===== config.mk =====
export PLATFORM = sky130hd
export DESIGN_NAME = mdrop_uart
export DESIGN_NICKNAME = d
export VERILOG_FILES = /design/src/rtl/mdrop_pkg.sv /design/src/rtl/mdrop_baud.sv /design/src/rtl/mdrop_tx.sv /design/src/rtl/mdrop_rx.sv /design/src/rtl/mdrop_uart.sv
export SDC_FILE = /design/constraint.sdc
export NUM_CORES = 1
export LEC_CHECK = 0
export CAP_MARGIN = 25
export CORE_UTILIZATION = 50
export CTS_BUF_LIST = sky130_fd_sc_hd__clkbuf_2
export CTS_CLUSTER_DIAMETER = 200
export DETAILED_ROUTE_END_ITERATION = 8
export GPL_TIMING_DRIVEN = 1
export PLACE_DENSITY = 0.75
export SETUP_SLACK_MARGIN = 0.15
export SLEW_MARGIN = 5
export SYNTH_ARGS = -nofsm -noshare
export SYNTH_HDL_FRONTEND = slang
export SYNTH_SLANG_ARGS = --single-unit

===== constraint.sdc =====
create_clock -name clk -period 3.1 [get_ports clk]
set_clock_uncertainty 0.2 [all_clocks]
set_input_delay 0.465 -clock clk [delete_from_list [all_inputs] [get_ports clk]]
set_output_delay 0.465 -clock clk [all_outputs]
set_load 0.1 [all_outputs]

===== src/rtl/mdrop_pkg.sv =====
package mdrop_pkg;

  localparam int FRAME_W = 12;  // start + 9 data + parity + stop
  localparam int RBUF_W  = 11;  // data + parity + stop after the start bit

  typedef enum logic [1:0] {LEN_7 = 2'd0, LEN_8 = 2'd1, LEN_9 = 2'd2, LEN_RSV = 2'd3} len_e;
  typedef enum logic [1:0] {PAR_NONE = 2'd0, PAR_EVEN = 2'd1, PAR_ODD = 2'd2, PAR_RSV = 2'd3} par_e;

  function automatic logic [3:0] data_bits(logic [1:0] len);
    case (len)
      LEN_7:   data_bits = 4'd7;
      LEN_9:   data_bits = 4'd9;
      default: data_bits = 4'd8;
    endcase
  endfunction

  function automatic logic par_on(logic [1:0] par);
    par_on = (par == PAR_EVEN) || (par == PAR_ODD);
  endfunction

  function automatic logic [8:0] mask_data(logic [8:0] d, logic [3:0] n);
    logic [8:0] m;
    for (int i = 0; i < 9; i++) m[i] = (i < int'(n)) ? d[i] : 1'b0;
    mask_data = m;
  endfunction

  // parity bit that completes the selected sense over the masked data
  function automatic logic par_calc(logic [8:0] d, logic [3:0] n, logic [1:0] par);
    logic ones;
    ones = ^mask_data(d, n);
    par_calc = (par == PAR_ODD) ? ~ones : ones;
  endfunction

endpackage


===== src/rtl/mdrop_baud.sv =====
module mdrop_baud #(
  parameter int DIV_W = 16
) (
  input  logic             clk,
  input  logic             rst_n,
  input  logic [DIV_W-1:0] div,
  output logic             tick
);
  logic [DIV_W-1:0] cnt_q, cnt_d;

  always_comb begin
    tick  = (cnt_q >= div);
    cnt_d = tick ? '0 : cnt_q + 1'b1;
  end

  always_ff @(posedge clk or negedge rst_n) begin
    if (!rst_n) cnt_q <= '0;
    else        cnt_q <= cnt_d;
  end
endmodule


===== src/rtl/mdrop_tx.sv =====
module mdrop_tx
  import mdrop_pkg::*;
(
  input  logic       clk,
  input  logic       rst_n,
  input  logic       tick,
  input  logic [1:0] len,
  input  logic [1:0] par,
  input  logic       cts_n,
  input  logic       wr,
  input  logic [8:0] wdata,
  output logic       txd,
  output logic       ready,
  output logic       active
);
  logic               hold_q, hold_d;
  logic               act_q, act_d;
  logic [FRAME_W-1:0] sh_q, sh_d, frame;
  logic [3:0]         left_q, left_d;
  logic [3:0]         sub_q, sub_d;
  logic [3:0]         n;
  logic               p;

  assign n = data_bits(len);
  assign p = par_on(par);

  always_comb begin
    frame    = '1;
    frame[0] = 1'b0;
    for (int i = 0; i < 9; i++)
      if (i < int'(n)) frame[1+i] = wdata[i];
    if (p) frame[4'd1 + n] = par_calc(wdata, n, par);
  end

  always_comb begin
    hold_d = hold_q;
    act_d  = act_q;
    sh_d   = sh_q;
    left_d = left_q;
    sub_d  = sub_q;
    if (wr && !hold_q && !act_q) begin
      hold_d = 1'b1;
      sh_d   = frame;
      left_d = 4'd2 + n + {3'b000, p};
    end else if (hold_q && !act_q && !cts_n && tick) begin
      hold_d = 1'b0;
      act_d  = 1'b1;
      sub_d  = '0;
    end else if (act_q && tick) begin
      if (sub_q == 4'd15) begin
        sub_d  = '0;
        sh_d   = {1'b1, sh_q[FRAME_W-1:1]};
        left_d = left_q - 1'b1;
        if (left_q == 4'd1) act_d = 1'b0;
      end else begin
        sub_d = sub_q + 1'b1;
      end
    end
  end

  always_ff @(posedge clk or negedge rst_n) begin
    if (!rst_n) begin
      hold_q <= 1'b0;
      act_q  <= 1'b0;
      sh_q   <= '1;
      left_q <= '0;
      sub_q  <= '0;
    end else begin
      hold_q <= hold_d;
      act_q  <= act_d;
      sh_q   <= sh_d;
      left_q <= left_d;
      sub_q  <= sub_d;
    end
  end

  assign txd    = act_q ? sh_q[0] : 1'b1;
  assign ready  = !hold_q && !act_q;
  assign active = act_q;
endmodule


===== src/rtl/mdrop_rx.sv =====
module mdrop_rx
  import mdrop_pkg::*;
(
  input  logic       clk,
  input  logic       rst_n,
  input  logic       tick,
  input  logic       rxd,
  input  logic [1:0] len,
  input  logic [1:0] par,
  input  logic       wake,
  input  logic       rd,
  input  logic       stat_clr,
  output logic [8:0] rdata,
  output logic       full,
  output logic       pe,
  output logic       fe,
  output logic       oe,
  output logic       done,
  output logic       err_set
);
  typedef enum logic [1:0] {RX_IDLE, RX_START, RX_BITS} rx_st_e;

  rx_st_e            st_q, st_d;
  logic              s1_q, s2_q, prev_q, prev_d;
  logic [3:0]        sub_q, sub_d, idx_q, idx_d;
  logic [RBUF_W-1:0] rb_q, rb_d;
  logic [8:0]        dat_q, dat_d, dat_c;
  logic              full_q, full_d, pe_q, pe_d, fe_q, fe_d, oe_q, oe_d;
  logic [3:0]        n, last;
  logic              p, perr, stop_ok, accept, full_eff;

  assign n    = data_bits(len);
  assign p    = par_on(par);
  assign last = n + {3'b000, p};

  always_comb begin
    st_d   = st_q;
    sub_d  = sub_q;
    idx_d  = idx_q;
    rb_d   = rb_q;
    prev_d = tick ? s2_q : prev_q;
    done   = 1'b0;
    case (st_q)
      RX_IDLE:
        if (tick && prev_q && !s2_q) begin
          st_d  = RX_START;
          sub_d = '0;
        end
      RX_START:
        if (tick) begin
          if (sub_q == 4'd7) begin
            st_d  = s2_q ? RX_IDLE : RX_BITS;
            sub_d = '0;
            idx_d = '0;
          end else begin
            sub_d = sub_q + 1'b1;
          end
        end
      default:
        if (tick) begin
          if (sub_q == 4'd15) begin
            sub_d      = '0;
            rb_d[idx_q] = s2_q;
            if (idx_q == last) begin
              done = 1'b1;
              st_d = RX_IDLE;
            end else begin
              idx_d = idx_q + 1'b1;
            end
          end else begin
            sub_d = sub_q + 1'b1;
          end
        end
    endcase
  end

  always_comb begin
    dat_c    = mask_data(rb_d[8:0], n);
    perr     = p && (rb_d[n] != par_calc(dat_c, n, par));
    stop_ok  = rb_d[last];
    accept   = !(wake && (len == LEN_9) && !dat_c[8]);
    full_eff = full_q && !rd;
    dat_d    = dat_q;
    full_d   = full_eff;
    pe_d     = pe_q && !stat_clr;
    fe_d     = fe_q && !stat_clr;
    oe_d     = oe_q && !stat_clr;
    err_set  = 1'b0;
    if (done && accept) begin
      if (full_eff) begin
        oe_d    = 1'b1;
        err_set = 1'b1;
      end else begin
        dat_d   = dat_c;
        full_d  = 1'b1;
        if (perr)     pe_d = 1'b1;
        if (!stop_ok) fe_d = 1'b1;
        err_set = perr || !stop_ok;
      end
    end
  end

  always_ff @(posedge clk or negedge rst_n) begin
    if (!rst_n) begin
      s1_q   <= 1'b1;
      s2_q   <= 1'b1;
      prev_q <= 1'b1;
      st_q   <= RX_IDLE;
      sub_q  <= '0;
      idx_q  <= '0;
      rb_q   <= '0;
      dat_q  <= '0;
      full_q <= 1'b0;
      pe_q   <= 1'b0;
      fe_q   <= 1'b0;
      oe_q   <= 1'b0;
    end else begin
      s1_q   <= rxd;
      s2_q   <= s1_q;
      prev_q <= prev_d;
      st_q   <= st_d;
      sub_q  <= sub_d;
      idx_q  <= idx_d;
      rb_q   <= rb_d;
      dat_q  <= dat_d;
      full_q <= full_d;
      pe_q   <= pe_d;
      fe_q   <= fe_d;
      oe_q   <= oe_d;
    end
  end

  assign rdata = dat_q;
  assign full  = full_q;
  assign pe    = pe_q;
  assign fe    = fe_q;
  assign oe    = oe_q;
endmodule


===== src/rtl/mdrop_uart.sv =====
module mdrop_uart
  import mdrop_pkg::*;
#(
  parameter int DIV_W = 16,
  localparam int CTL_W = DIV_W + 5
) (
  input  logic             clk,
  input  logic             rst_n,
  input  logic             ctl_wr,
  input  logic [CTL_W-1:0] ctl_wdata,
  input  logic             tx_wr,
  input  logic [8:0]       tx_wdata,
  input  logic             rx_rd,
  output logic [8:0]       rx_rdata,
  input  logic             stat_rd,
  output logic [4:0]       status,
  input  logic             rxd,
  output logic             txd,
  input  logic             cts_n,
  output logic             rts_n,
  output logic             irq_tx,
  output logic             irq_rx
);
  localparam logic [CTL_W-1:0] CTL_RST = CTL_W'(1) << DIV_W;  // 8-bit, no parity

  logic [CTL_W-1:0] ctl_q, ctl_d;
  logic [DIV_W-1:0] div;
  logic [1:0]       len, par;
  logic             wake, tick;
  logic             tx_ready, tx_act;
  logic             rx_full, rx_pe, rx_fe, rx_oe, rx_done, rx_err_set;

  assign ctl_d = ctl_wr ? ctl_wdata : ctl_q;

  always_ff @(posedge clk or negedge rst_n) begin
    if (!rst_n) ctl_q <= CTL_RST;
    else        ctl_q <= ctl_d;
  end

  assign div  = ctl_q[DIV_W-1:0];
  assign len  = ctl_q[DIV_W+1:DIV_W];
  assign par  = ctl_q[DIV_W+3:DIV_W+2];
  assign wake = ctl_q[DIV_W+4];

  mdrop_baud #(.DIV_W(DIV_W)) u_baud (
    .clk(clk), .rst_n(rst_n), .div(div), .tick(tick)
  );

  mdrop_tx u_tx (
    .clk(clk), .rst_n(rst_n), .tick(tick), .len(len), .par(par),
    .cts_n(cts_n), .wr(tx_wr), .wdata(tx_wdata),
    .txd(txd), .ready(tx_ready), .active(tx_act)
  );

  mdrop_rx u_rx (
    .clk(clk), .rst_n(rst_n), .tick(tick), .rxd(rxd), .len(len), .par(par),
    .wake(wake), .rd(rx_rd), .stat_clr(stat_rd), .rdata(rx_rdata),
    .full(rx_full), .pe(rx_pe), .fe(rx_fe), .oe(rx_oe),
    .done(rx_done), .err_set(rx_err_set)
  );

  assign status = {rx_oe, rx_fe, rx_pe, rx_full, tx_ready};
  assign irq_tx = tx_ready;
  assign irq_rx = rx_full;
  assign rts_n  = rx_full;
endmodule


Yosys cells after proc, flatten, opt, wreduce, memory -nomap -nowiden --
Cells that the tools add are included.
Storage, ports and cells: flip-flop bits (word level) 96, input port bits 38, output and inout port bits 18, logic and storage cells 219
Operators by class: $add $sub $neg 9, $lt $le $gt $ge 16, eq/ne operators 15, mux-type cells 105, bitwise logic cells 5, reduce and logical (&&, ||, !) cells 50
Operators with widths (number):
- $mux W4 | 17
- $mux W1 | 62
- $mux W12 | 5
- $mux W11 | 3
- $pmux W4 S2 | 3
- $lt A4 B5 Y1 const B | 4
- $logic_and A1 B1 Y1 | 19
- $reduce_xor A9 Y1 | 2
- $add A16 B1 Y16 const B | 1
- $ge A16 B16 Y1 | 1
- $lt A3 B4 Y1 const A | 4
- $mux W16 | 1
- $reduce_bool A2 Y1 | 8
- $mux W2 | 7
- $add A4 B1 Y4 const B | 3
- $bwmux W12 | 1
- $bwmux W11 | 1
- $add A4 B1 Y4 | 2
- $bmux W1 S4 | 2
- $demux W1 S4 | 2
- $eq A4 B4 Y1 const B | 2
- $ge A4 B1 Y1 const B | 2
- $logic_not A1 Y1 | 8
- $lt A1 B4 Y1 const A | 2
- other kinds (24) | 38

Depth between registers and ports, before layout --
depth after elaboration 18, mapped depth 15, depth with buffers taken out 13

By module --
From an unflattened synthesis, not the netlist that was laid out.
Unflattened totals: cell total of the unflattened synthesis 539, area total of the unflattened synthesis 5615.4 µm²
By module, submodules not included:
- mdrop_rx | instances 1, cells each 225, area an instance 2208.4 µm², seq. area each 929.6 µm²
- mdrop_baud | instances 1, cells each 130, area an instance 1260.0 µm², seq. area each 400.4 µm²
- mdrop_tx | instances 1, cells each 134, area an instance 1241.2 µm², seq. area each 565.5 µm²
- mdrop_uart | instances 1, cells each 50, area an instance 905.9 µm², seq. area each 526.8 µm²

Worst setup path after synthesis --
Ideal clock, no wire load.
kind reg-to-reg, start reg ctl_q[19], end reg u_rx.fe_q, in the netlist u_rx.fe, setup time 116 ps, data arrival time 2909 ps, required time 2784 ps, path slack -124 ps, stages on the path, launching flop included 14, buffers on the path 2, clock period less this slack 3224 ps, cells stage by stage dfrtp_1 > ha_1 > inv_1 > ha_1 > ha_1 > clkbuf_1 > xnor2_1 > nor4_1 > and3_1 > o311ai_1 > nand2b_1 > buf_2 > or3_1 > o311ai_0
Between the ends: word-level cells in the longest chain between the ends 10, elaborated cells between the ends (all ways) 15, classes of those cells add/sub (1); eq/ne (3); mux (9); reduce/logical (2)
RTL lines:
- start: declaration | RTL line mdrop_uart.sv:26 | logic [CTL_W-1:0] ctl_q, ctl_d;
- start signal: assignment | RTL line mdrop_uart.sv:37 | else ctl_q <= ctl_d;
- $eq A2 B1 Y1 or $eq A2 B2 Y1 (tied branches) | RTL line mdrop_pkg.sv:18 | par_on = (par == PAR_EVEN) || (par == PAR_ODD);
- $logic_or A1 B1 Y1 (*) | RTL line mdrop_pkg.sv:18
- $add A4 B1 Y4 (*) | RTL line mdrop_rx.sv:34 | assign last = n + {3'b000, p};
- $eq A4 B4 Y1 | RTL line mdrop_rx.sv:64 | if (idx_q == last) begin
- $mux W1 | RTL line mdrop_rx.sv:64
- $mux W1 | RTL line mdrop_rx.sv:61 | if (sub_q == 4'd15) begin
- $mux W1 | RTL line mdrop_rx.sv:60 | if (tick) begin
- $mux W1 | RTL line mdrop_rx.sv:43 | case (st_q)
- $logic_and A1 B1 Y1 | RTL line mdrop_rx.sv:89 | if (done && accept) begin
- $mux W1 (*) | RTL line mdrop_rx.sv:89
- net u_rx.fe_d | RTL line mdrop_rx.sv:28 | logic full_q, full_d, pe_q, pe_d, fe_q, fe_d, oe_q, oe_d;
- end signal: assignment | RTL line mdrop_rx.sv:115 | fe_q <= 1'b0;
- end signal: assignment | RTL line mdrop_rx.sv:128 | fe_q <= fe_d;
- end: declaration | RTL line mdrop_rx.sv:28
The timed path passes the listed nets; every way through them passes the cells marked *. The select of a mux whose other input is x is not followed. A chain may end at the register's enable or synchronous reset.

Worst setup path after layout --
start reg u_baud.cnt_q[12], end reg u_rx.pe_q, in the netlist u_rx.pe
Between the ends: word-level cells in the longest chain between the ends 13, elaborated cells between the ends (all ways) 37, classes of those cells order compare (1); eq/ne (1); mux (28); bitwise (1); reduce/logical (6)
RTL lines:
- start: declaration | RTL line mdrop_baud.sv:9 | logic [DIV_W-1:0] cnt_q, cnt_d;
- start signal: assignment | RTL line mdrop_baud.sv:18 | else cnt_q <= cnt_d;
- $ge A16 B16 Y1 (*) | RTL line mdrop_baud.sv:12 | tick = (cnt_q >= div);
- $mux W11 | RTL line mdrop_rx.sv:60
- $mux W11 | RTL line mdrop_rx.sv:43
- $mux W1 (2 in series) | RTL line mdrop_pkg.sv:23 | for (int i = 0; i < 9; i++) m[i] = (i < int'(n)) ? d[i] : 1'b0;
- $reduce_xor A9 Y1 | RTL line mdrop_pkg.sv:30 | ones = ^mask_data(d, n);
- $not A1 Y1 | RTL line mdrop_pkg.sv:31 | par_calc = (par == PAR_ODD) ? ~ones : ones;
- $mux W1 | RTL line mdrop_pkg.sv:31
- $ne A1 B1 Y1 | RTL line mdrop_rx.sv:79 | perr = p && (rb_d[n] != par_calc(dat_c, n, par));
- $logic_and A1 B1 Y1 | RTL line mdrop_rx.sv:79
- $mux W1 | RTL line mdrop_rx.sv:96 | if (perr) pe_d = 1'b1;
- $mux W1 | RTL line mdrop_rx.sv:90 | if (full_eff) begin
- $mux W1 (*) | RTL line mdrop_rx.sv:89
- net u_rx.pe_d | RTL line mdrop_rx.sv:28
- end signal: assignment | RTL line mdrop_rx.sv:127 | pe_q <= pe_d;
- end: declaration | RTL line mdrop_rx.sv:28
Marks and branches as above.

==> results by group <==
Routing
  – First-pass DRT Iterations: 5
  – Detailed-route vias per instance: 5.44
  – Routed wire per std cell: 15.2 µm
  – DRC: 0
  – Via Count: 4487
  – Initial DRC Count: 245
  – Antenna violation net count after detailed routing: 0
  – Total Routed Length: 12500 µm

Power and ir drop
  – Pwr Density: 473 nW/µm²
  – Highest ir drop seen on vdd: 340 µV
  – P_leak: 0.00311 µW

CTS
  – Clock Root Buffer: clkbuf_2
  – H-tree levels: 3
  – CTS buffer count: 9
  – CTS Buffer Depth: 2
  – Sink Count: 96
  – Skew-Pair Late Insertion Delay: 0.57 ns
  – Clock slew at reported path FFs: 0.27 ns
  – CTS tree: built

Synth
  – Cell Area, Synth: 5280 µm²
  – Number of flops mapped to enable cells by yosys: 0
  – Mapped Nets: 644
  – Main combinational cell family by area after synthesis: simple AND/OR/NAND/NOR gates
  – Syn Inst Count: 576
  – Share of synthesized registers carrying an async set or reset: 100%
  – Flip-flop and latch count after synthesis: 96
  – Top FF cell, synth: dfrtp_1
  – Post-synthesis simple-gate area fraction: 18.0%
  – Sequential share of the synthesized area: 45.9%
  – Adder-Cell Fraction of Synth Area: 7.11%
  – Compound-cell area share of the yosys netlist: 12.6%
  – Post-synthesis xor/xnor area fraction: 6.63%
  – Multiplexer share of the synthesized area: 4.07%
  – Yosys warning count: 0
  – Synth unique cells: 52
  – Syn avg cell area: 9.17 µm²

Global routing
  – All-Layer GR Usage: 23.4%
  – GR Overflow Total: 0
  – Antenna violations before repair: 1
  – Vias in the first global route: 4431
  – First-pass GRT wire length: 20700 µm
  – Largest net degree at the start of global routing: 56

Placed design
  – Buffers added on ports: 55
  – Place WS: -0.144 ns
  – Post-DP Area: 6240 µm²
  – GPL Wtd Cong: 0.905
  – Placed insts: 783
  – DP Wirelength: 8390 µm

Die
  – Die height: 105 µm
  – I/O pin count: 56
  – Starting density of the core: 51.4%
  – Row count: 37
  – Die width: 105 µm
  – Core ar.: 10300 µm²
  – Die Area: 11000 µm²

Run status
  – Violated checks: negative setup slack
  – Status: finished, violations left

Setup path
  – Crit end category: flip-flop
  – Slowest-stage cell, CP: dfrtp_1
  – CP arrival: 3.63 ns
  – Req. time, crit path: 3.38 ns
  – Crit Path Class: flip-flop to flip-flop
  – Slowest stage delay, CP: 0.47 ns
  – Buf+Inv Stages, Crit Path: 1
  – Crit start category: flip-flop
  – Max Fanout on Critical Path: 7
  – CP top delay family: compound AO/OA/AOI/OAI gates
  – Cells along the critical path: ha_1 > nand4_1 > buf_4 > o31a_1 > nor3b_2 > mux2i_2 > xor2_1 > xnor2_1 > xnor2_1 > xnor2_1 > o32ai_2
  – Worst path most repeated cell: xnor2_1

Timing
  – Minimum hold slack: 0.0545 ns
  – Actual slew at the worst max-slew pin: 0.789 ns
  – Slew margin rel.: 47.2%
  – Final worst setup slack: -0.244 ns
  – Final period util: 108%
  – Setup violators final: 1
  – RSZ-0062 raised after global routing: true
  – Fmax: 299 MHz
  – Post-layout minimum cycle time: 3.34 ns
  – Number of hold violations in the final report: 0
  – Pins Over Slew Limit: 0

Layout
  – Fill cell count: 803
  – Fin nets: 751
  – Share of layout cells above drive strength 1: 27.6%
  – Synthesis-to-layout area growth: 29.1%
  – Design Area, Final: 6820 µm²
  – Finished Layout Cells: 825

Job
  – Max-cap check violation count: 0

Worst hold path
  – Worst min-delay path category: input pin to flip-flop
[power by group]
part | switching, µW | internal [µW] | total (µW) | leakage [µW]
logic | 564 | 481 | 1040 | 0.00186
registers | 118 | 1460 | 1580 | 0.00118
clock network | 418 | 185 | 603 | 0.0000693
total | 1100 | 2130 | 3230 | 0.00311
[worst register-to-register path, stage by stage (launching register included)]
cell and delay, ns:
dfrtp_1 0.47, ha_1 0.30, nand4_1 0.18, buf_4 0.20, o31a_1 0.42, nor3b_2 0.36, mux2i_2 0.32, xor2_1 0.21
xnor2_1 0.16, xnor2_1 0.15, xnor2_1 0.11, o32ai_2 0.21
[cells in the final DEF, fill, tap and decap left out, types with 14 or more instances in the layout]
| master | instances |
|---|---|
| nand3_1 | 22 |
| xnor2_1 | 23 |
| ha_1 | 20 |
| buf_4 | 81 |
| dfrtp_1 | 80 |
| clkdlybuf4s50_1 | 36 |
| a31oi_1 | 15 |
| dfstp_2 | 16 |
| a21oi_1 | 14 |
| o21ai_0 | 42 |
| inv_1 | 35 |
| xor2_1 | 16 |
| nand2_1 | 75 |
| nor2_1 | 49 |
[layer usage]
| layer | up-vias | share of wire (%) | GRT usage, % |
|---|---|---|---|
| met5 | - | 0 | 0 |
| met4 | 0 | 2.4 | 8.85 |
| met3 | 23 | 3.3 | 3.24 |
| met2 | 116 | 48 | 38.8 |
| met1 | 2172 | 46 | 31.2 |
| li1 | 2176 | - | - |
[repair_timing]
| item | 4_1_cts | 5_1_grt |
|---|---|---|
| gates resized for setup | 41 | 26 |
| endpoints found under the hold margin | 40 | 0 |
| hold buffers | 1 | 0 |
| cloned | 1 | 0 |
| pin swaps | 26 | 14 |
| setup buffers | 15 | 8 |
| setup endpoints to repair | 6 | 20 |
[area by class of cell]
type / instances / area [µm²] / area share [%]
multi-input cells: 408 / 2870 / 42.0
repair buffers: 128 / 1100 / 16.1
clock inverters: 6 / 60.1 / 0.881
clock buffers: 10 / 50.0 / 0.734
inverters: 40 / 150 / 2.20
diodes: 1 / 2.50 / 0.0367
well taps: 136 / 170 / 2.49
flip-flops and latches: 96 / 2420 / 35.5
[synthesized netlist by cell type, types with 4 or more instances]
cell type	n	share of area [%]
o22ai_1	4	0.47
buf_4	7	0.99
a21oi_1	16	1.5
o21ai_0	51	4.8
o31ai_1	4	0.57
xor2_1	16	2.7
buf_2	4	0.38
mux2i_1	8	1.5
ha_1	30	7.1
xnor2_1	24	4.0
nand2_1	80	5.7
nor3_1	6	0.57
mux2_2	12	2.6
nand2b_1	9	1.1
dfstp_2	16	8.0
inv_1	40	2.8
and3_1	10	1.2
nand4_1	8	0.95
dfrtp_1	80	38
clkbuf_1	20	1.4
nor2_1	51	3.6
nand3_1	23	2.2
a31oi_1	15	1.8
[logic make-up after synthesis]
group                    count (synthesis)
AND/OR/NAND/NOR                        207
AO/OA/AOI/OAI                          111
flip-flops                              96
buffers and inverters                   72
XOR/XNOR                                40
adder cells (fa/ha/maj)                 30
multiplexers                            20
[sequential cells by signal, indices dropped and copies added, names as in the netlist, 2 cells and up]
signal        flops
u_rx.sub_q        4
u_rx.idx_q        4
u_tx.left_q       4
u_rx.rb_q        11
u_rx.rdata        9
ctl_q            21
u_baud.cnt_q     16
u_tx.sub_q        4
u_rx.st_q         2
u_tx.sh_q        12
[per-stage QoR]
stage	util, %	total power, µW	TNS, ns
6_report	66.4	3230	-0.244
5_1_grt	66.4	3430	-0.563
4_1_cts	65.0	3220	-0.131
3_5_place_dp	60.7	2510	-0.294
3_3_place_gp	60.7	2460	-0.0220
2_1_floorplan	-	2180	0
[path summary, 6_finish.rpt]
check / start / endpoint / slack [ns] / cells past startpoint
max: u_baud.cnt_q[12] / u_rx.pe / -0.24 / 11
min: rxd / u_rx.s1_q / 0.05 / 1
max reg2reg: u_baud.cnt_q[12] / u_rx.pe / -0.24 / 11
min reg2reg: u_rx.s1_q / u_rx.s2_q / 0.18 / 0
max in group asynchronous: rst_n / u_tx.sh_q[10] / 1.75 / 3
min in group asynchronous: rst_n / ctl_q[13] / 0.18 / 2
Note: power is estimated with default switching activity, not from simulation.
